## config.mk

```make
export PLATFORM = sky130hd
export DESIGN_NAME = supv_wdog
export DESIGN_NICKNAME = d
export VERILOG_FILES = /design/src/rtl/wdog_pkg.sv /design/src/rtl/wdog_arm_ctrl.sv /design/src/rtl/wdog_timer.sv /design/src/rtl/supv_wdog.sv
export SDC_FILE = /design/constraint.sdc
export NUM_CORES = 1
export LEC_CHECK = 0
export ABC_AREA = 0
export CORE_UTILIZATION = 48
export CTS_CLUSTER_SIZE = 28
export DETAILED_ROUTE_END_ITERATION = 8
export GPL_ROUTABILITY_DRIVEN = 0
export GPL_TIMING_DRIVEN = 0
export PLACE_DENSITY = 0.71
export SLEW_MARGIN = 0
export SYNTH_ARGS = -nofsm -noshare
export SYNTH_HDL_FRONTEND = slang
export SYNTH_SLANG_ARGS = --single-unit
```

## constraint.sdc

```tcl
create_clock -name clk -period 2.6 [get_ports clk]
set_input_delay 0.52 -clock clk [delete_from_list [all_inputs] [get_ports clk]]
set_output_delay 0.52 -clock clk [all_outputs]
set_load 0.005 [all_outputs]
```

## src/rtl/wdog_pkg.sv

```systemverilog
// Shared types and code-to-tick mappings for the supervisory watchdog.
// Assumes codes are 3 bits; a base value is supplied by the caller.
package wdog_pkg;

    typedef enum logic [1:0] {
        WD_IDLE  = 2'd0,
        WD_START = 2'd1,
        WD_RUN   = 2'd2
    } wd_state_e;

    // Startup window length: code 0 means no window, 1..7 doubles per step.
    function automatic int unsigned start_ticks(input logic [2:0] code,
                                                input int unsigned base);
        if (code == 3'd0) return 0;
        return base << (int'(code) - 1);
    endfunction

    // Normal timeout length: doubles per code step starting at base.
    function automatic int unsigned tmo_ticks(input logic [2:0] code,
                                              input int unsigned base);
        return base << int'(code);
    endfunction

endpackage

```

## src/rtl/wdog_arm_ctrl.sv

```systemverilog
// Arming qualifier and reset-event collector.
// Produces the level that allows the watchdog to run and a combined
// reset-event strobe. Assumes pulse inputs are synchronous to clk.
module wdog_arm_ctrl (
    input  logic clk,
    input  logic rst_n,
    input  logic mode_indep_i,
    input  logic seq_done_i,
    input  logic sys_rst_i,
    input  logic uvlo_ok_i,
    input  logic boot_done_i,
    input  logic sw_reboot_i,
    input  logic man_rst_i,
    input  logic enable_i,
    input  logic expiry_i,
    output logic arm_o,
    output logic evt_o
);

    logic en_q;
    logic uvlo_q;
    logic need_reseq;
    logic en_rise;
    logic uvlo_fall;

    // Remember previous levels for edge detection.
    always_ff @(posedge clk) begin
        if (!rst_n) begin
            en_q   <= 1'b1;
            uvlo_q <= 1'b0;
        end else begin
            en_q   <= enable_i;
            uvlo_q <= uvlo_ok_i;
        end
    end

    // Detect the level-change reset causes.
    always_comb begin
        en_rise   = enable_i & ~en_q;
        uvlo_fall = uvlo_q & ~uvlo_ok_i;
    end

    // Merge all reset causes into one event strobe.
    always_comb begin
        evt_o = sw_reboot_i | man_rst_i | en_rise | uvlo_fall | expiry_i;
    end

    // Block dependent re-arming until sequencing is seen low again.
    always_ff @(posedge clk) begin
        if (!rst_n) begin
            need_reseq <= 1'b0;
        end else if (evt_o) begin
            need_reseq <= 1'b1;
        end else if (!seq_done_i) begin
            need_reseq <= 1'b0;
        end
    end

    // Select the arming condition by mode.
    always_comb begin
        if (mode_indep_i) begin
            arm_o = uvlo_ok_i & boot_done_i;
        end else begin
            arm_o = seq_done_i & ~sys_rst_i & ~need_reseq;
        end
    end


    evt_sets_reseq_chk: assert property (@(posedge clk) disable iff (!rst_n)
        evt_o |=> need_reseq);


    reseq_blocks_arm_chk: assert property (@(posedge clk) disable iff (!rst_n)
        (need_reseq && !mode_indep_i) |-> !arm_o);

endmodule

```

## src/rtl/wdog_timer.sv

```systemverilog
// Watchdog state machine and down-counter.
// Captures both codes at arming, runs the startup window and then the
// normal timeout, and raises a one-cycle request on expiry. Assumes a
// reset event has priority over everything else in the same cycle.
module wdog_timer #(
    parameter int unsigned START_BASE = 4,
    parameter int unsigned TO_BASE    = 2
) (
    input  logic       clk,
    input  logic       rst_n,
    input  logic       tick_i,
    input  logic       kick_i,
    input  logic       arm_i,
    input  logic       evt_i,
    input  logic [2:0] start_code_i,
    input  logic [2:0] tmo_code_i,
    output logic       wd_rst_o
);
    import wdog_pkg::*;

    localparam int unsigned MAX_START = START_BASE << 6;
    localparam int unsigned MAX_TO    = TO_BASE << 7;
    localparam int unsigned MAX_LD    = (MAX_START > MAX_TO) ? MAX_START : MAX_TO;
    localparam int unsigned CNT_W     = $clog2(MAX_LD + 1);

    wd_state_e        state;
    logic [CNT_W-1:0] cnt;
    logic [2:0]       tmo_lat;
    logic             wd_rst_q;
    logic [CNT_W-1:0] ld_start;
    logic [CNT_W-1:0] ld_tmo_new;
    logic [CNT_W-1:0] ld_tmo_lat;

    // Compute reload values from the codes.
    always_comb begin
        ld_start   = CNT_W'(start_ticks(start_code_i, START_BASE));
        ld_tmo_new = CNT_W'(tmo_ticks(tmo_code_i, TO_BASE));
        ld_tmo_lat = CNT_W'(tmo_ticks(tmo_lat, TO_BASE));
    end

    // Sequence arming, startup window, normal timeout and expiry.
    always_ff @(posedge clk) begin
        if (!rst_n) begin
            state    <= WD_IDLE;
            cnt      <= '0;
            tmo_lat  <= 3'd0;
            wd_rst_q <= 1'b0;
        end else begin
            wd_rst_q <= 1'b0;
            if (evt_i) begin
                state <= WD_IDLE;
            end else begin
                case (state)
                    WD_IDLE: begin
                        if (arm_i) begin
                            tmo_lat <= tmo_code_i;
                            if (start_code_i != 3'd0) begin
                                state <= WD_START;
                                cnt   <= ld_start;
                            end else begin
                                state <= WD_RUN;
                                cnt   <= ld_tmo_new;
                            end
                        end
                    end
                    WD_START, WD_RUN: begin
                        if (!arm_i) begin
                            state <= WD_IDLE;
                        end else if (kick_i) begin
                            state <= WD_RUN;
                            cnt   <= ld_tmo_lat;
                        end else if (tick_i) begin
                            if (cnt == CNT_W'(1)) begin
                                wd_rst_q <= 1'b1;
                                state    <= WD_IDLE;
                            end else begin
                                cnt <= cnt - CNT_W'(1);
                            end
                        end
                    end
                    default: state <= WD_IDLE;
                endcase
            end
        end
    end

    assign wd_rst_o = wd_rst_q;


    rst_one_cycle_chk: assert property (@(posedge clk) disable iff (!rst_n)
        wd_rst_o |=> !wd_rst_o);


    rst_disarms_chk: assert property (@(posedge clk) disable iff (!rst_n)
        wd_rst_o |-> (state == WD_IDLE));


    kick_ends_window_chk: assert property (@(posedge clk) disable iff (!rst_n)
        (state == WD_START && arm_i && kick_i && !evt_i) |=> (state == WD_RUN));


    idle_kick_ignored_chk: assert property (@(posedge clk) disable iff (!rst_n)
        (state == WD_IDLE && !arm_i && kick_i) |=> (state == WD_IDLE && !wd_rst_o));


    no_tick_hold_chk: assert property (@(posedge clk) disable iff (!rst_n)
        (state != WD_IDLE && arm_i && !evt_i && !tick_i && !kick_i) |=> $stable(cnt));


    cnt_range_chk: assert property (@(posedge clk) disable iff (!rst_n)
        cnt <= CNT_W'(MAX_LD));

endmodule

```

## src/rtl/supv_wdog.sv

```systemverilog
// Supervisory watchdog top: joins the arming qualifier with the timer.
// Assumes all inputs are synchronous to clk; reset is synchronous, active low.
module supv_wdog #(
    parameter int unsigned START_BASE = 4,
    parameter int unsigned TO_BASE    = 2
) (
    input  logic       clk,
    input  logic       rst_n,
    input  logic       tick_i,
    input  logic       kick_i,
    input  logic       mode_indep_i,
    input  logic       seq_done_i,
    input  logic       sys_rst_i,
    input  logic       uvlo_ok_i,
    input  logic       boot_done_i,
    input  logic       sw_reboot_i,
    input  logic       man_rst_i,
    input  logic       enable_i,
    input  logic [2:0] start_code_i,
    input  logic [2:0] tmo_code_i,
    output logic       wd_rst_o
);

    logic arm;
    logic evt;
    logic wd_rst;

    wdog_arm_ctrl u_arm (
        .clk          (clk),
        .rst_n        (rst_n),
        .mode_indep_i (mode_indep_i),
        .seq_done_i   (seq_done_i),
        .sys_rst_i    (sys_rst_i),
        .uvlo_ok_i    (uvlo_ok_i),
        .boot_done_i  (boot_done_i),
        .sw_reboot_i  (sw_reboot_i),
        .man_rst_i    (man_rst_i),
        .enable_i     (enable_i),
        .expiry_i     (wd_rst),
        .arm_o        (arm),
        .evt_o        (evt)
    );

    wdog_timer #(
        .START_BASE (START_BASE),
        .TO_BASE    (TO_BASE)
    ) u_tmr (
        .clk          (clk),
        .rst_n        (rst_n),
        .tick_i       (tick_i),
        .kick_i       (kick_i),
        .arm_i        (arm),
        .evt_i        (evt),
        .start_code_i (start_code_i),
        .tmo_code_i   (tmo_code_i),
        .wd_rst_o     (wd_rst)
    );

    assign wd_rst_o = wd_rst;


    evt_then_no_rst_chk: assert property (@(posedge clk) disable iff (!rst_n)
        (man_rst_i || sw_reboot_i) |=> !wd_rst_o);


    dep_needs_seq_chk: assert property (@(posedge clk) disable iff (!rst_n)
        (!mode_indep_i && (!seq_done_i || sys_rst_i)) |-> !arm);

endmodule

```

==> flow_metrics.py <==
metrics = {
    "logic_synthesis": {
        "synth_cells": 177,
        "synth-edff-count": 0,
        "synth_seq_cells": 18,
        "synthesis.nets": 204,
        "synth_cell_type_count": 55,
        "synth.yosys.seq_area_share": 0.246,
        "yosys_warnings": 0,
        "syn_area_per_cell_um2": 8.28,
        "async_flop_share": 0,
        "synth_top_flop_cell": "dfxtp_1",
        "netlist_area_um2": 1470,
    },
    "place": {
        "dpl.hpwl_um": 2990,
        "pre_cts_ws_ps": -294,
        "dp_cells": 224,
        "numPortBuffers": 16,
    },
    "timing": {
        "worstMarginPinSlew_ps": 864,
        "fin_crit_ps": 2500,
        "fin_ws_ps": 103,
        "fin_crit_sh": 0.960,
        "rsz0062_at_grt": "false",
        "finalSetupViolCount": 0,
        "relSlewSlack": 0.423,
        "hold_viol_final": 0,
        "fmax_ghz": 0.401,
        "finalMaxSlewViolations": 0,
        "fin_skew_ps": 7.08,
    },
    "run": {
        "drv_cap": 0,
    },
    "die": {
        "num_rows": 19,
        "core_um2": 2830,
        "initial_utilization": 0.518,
        "die_w_um": 57.3,
        "die_y_um": 57.3,
        "fp.dieArea_um2": 3280,
        "ios": 19,
    },
    "setup_path": {
        "worstSetupPathType": "primary input to register",
        "endpoint_kind": "register",
        "path_delay_family": "compound AO/OA/AOI/OAI gates",
        "crit_path_start_kind": "primary input",
        "cp_cell_sequence": "clkdlybuf4s50_1 > or4b_4 > a2111oi_4 > nand3_4 > o311a_2",
        "cpMaxStageDelayCell": "a2111oi_4",
        "crit_buf_inv": 1,
        "required_ps": 2810,
        "max_stage_delay_ps": 620,
        "crit_fanout": 8,
        "cp.arrival_ps": 2710,
    },
    "route": {
        "viasPerCell": 6.66,
        "ant_nets": 0,
        "num_vias": 1518,
        "drt-wirelength-per-cell_um": 17.0,
        "drtPass1Iterations": 6,
        "drtIter0Drc": 99,
        "routed_wirelength_um": 3880,
        "drc": 2,
    },
    "clock_network": {
        "cts_tree": "yes",
        "ctsLongestPathBuffers": 2,
        "numCtsBuffers": 3,
        "cts-hold-fix-buffers": 0,
        "root_buffer": "clkbuf_4",
        "numClockSinks": 18,
        "clk-insertion-delay-late_ps": 310,
        "htreeDepth": 1,
        "path_clk_slew_ps": 120,
    },
    "min_path": {
        "hp-class": "register to register",
    },
    "grt": {
        "grt_pass1_vias": 1356,
        "grt_pass1_wl_um": 6290,
        "antenna_found_initial": 0,
        "grt_overflow": 0,
        "grt_max_degree": 11,
        "grt.total_usage": 0.249,
    },
    "final_layout": {
        "n_antenna_cell": 0,
        "layout-drive-gt1-share": 0.0761,
        "fin_cells": 228,
        "final_common_cell": "dfxtp_1",
        "syn2layout_area_growth_pct": 16.2,
        "layout.nets": 225,
        "fillers": 261,
        "final_cell_mix": "dfxtp_1 (18), clkdlybuf4s50_1 (15), nand2_1 (11)",
    },
    "run_status": {
        "status": "finished, violations left",
        "violations": "DRC",
    },
    "power_and_ir_drop": {
        "power_density_nw_per_um2": 345,
        "p_leak_nw": 0.603,
        "ir_drop_uv": 171,
    },
}
## path summary, 6_finish.rpt
path | from | end | slack, ps | depth (start not counted)
hold / removal | u_tmr.state[0]$_SDFFE_PP0P_ | u_tmr.state[0]$_SDFFE_PP0P_ | 500 | 2
setup reg to reg | u_tmr.cnt[4]$_SDFFE_PN0P_ | u_tmr.cnt[4]$_SDFFE_PN0P_ | 200 | 5
hold reg to reg | u_tmr.state[0]$_SDFFE_PP0P_ | u_tmr.state[0]$_SDFFE_PP0P_ | 500 | 2
setup / recovery | seq_done_i | u_tmr.cnt[1]$_SDFFE_PN0P_ | 100 | 5
## flip-flops by register name (all words and copies together) (netlist names)
| register | flops |
|---|---|
| u_tmr.cnt | 9 |
| u_tmr.tmo_lat | 3 |
| u_tmr.state | 2 |
| u_arm.en_q | 1 |
| u_arm.need_reseq | 1 |
| u_arm.uvlo_q | 1 |
| u_tmr.wd_rst_o | 1 |
## worst register-to-register path, cell delays in order, from the launching register on
cell and delay, ps:
dfxtp_1 310, clkbuf_1 190, or4_1 600, nor3b_1 730
nor3_1 220, a41o_1 270
## cell families (layout without fill, tap and decap cells)
family / Yosys count / in the layout / synth area share
buffers and inverters: 18 / 38 / 0.0478
AND/OR/NAND/NOR: 71 / 71 / 0.296
adder cells (fa/ha/maj): 9 / 9 / 0.0769
multiplexers: 3 / 3 / 0.0205
AO/OA/AOI/OAI: 55 / 55 / 0.295
flip-flops: 18 / 18 / 0.246
XOR/XNOR: 3 / 3 / 0.0179
## synth_stat cells (4+ instances only)
cell      number  share of area
a211oi_1       4          0.020
ha_1           9          0.077
nor2_1         7          0.018
nand2_1       11          0.028
nor2b_1        6          0.026
dfxtp_1       18           0.25
nor3b_1        6          0.031
nor4_1         5          0.021
nand2b_1       9          0.038
nand3_1        6          0.020
inv_1          9          0.023
a21oi_1        7          0.024
o311ai_0       4          0.024
clkbuf_1       6          0.015
o21ai_0        9          0.031
o31ai_1        4          0.020
## metrics by stage
step | total power, mW | hold WS (ps) | cell area (µm²) | util | TNS [ps]
2_1_floorplan | 0.356 | 451 | 1470 | - | 0
3_3_place_gp | 0.400 | 470 | 1660 | 0.588 | -1380
3_5_place_dp | 0.404 | 488 | 1660 | 0.588 | -1520
4_1_cts | 0.586 | 504 | 1700 | 0.601 | 0
5_1_grt | 0.608 | 533 | 1700 | 0.602 | 0
6_report | 0.587 | 501 | 1700 | 0.602 | 0
## report_power, final
group | total, mW | internal, mW | switching (mW)
registers | 0.284 | 0.281 | 0.00315
clock network | 0.187 | 0.0856 | 0.102
logic | 0.116 | 0.0533 | 0.0631
## final cells by class
class / instances / area, µm² / area share
Buffer: 8 / 32.5 / 0.0191
Clock buffer: 4 / 36.3 / 0.0213
Inverter: 10 / 37.5 / 0.0220
Multi-Input combinational cell: 141 / 1030 / 0.608
Sequential cell: 18 / 360 / 0.212
Tap cell: 31 / 38.8 / 0.0228
Timing Repair Buffer: 16 / 163 / 0.0955
## metal layers
| metal | vias to the layer above | track usage | wire (µm) |
|---|---|---|---|
| met1 | 715 | 0.339 | 1610 |
| met2 | 66 | 0.424 | 1870 |
| met4 | 0 | 0.0523 | 34 |
| li1 | 733 | - | - |
| met3 | 4 | 0.0317 | 366 |
| met5 | - | 0 | 0 |
## repair_timing
item,in CTS,in global routing
setup buffers,0,0
setup endpoints to repair,0,4
resized for setup,0,1
No activity file was read; power rests on OpenSTA's default activity.
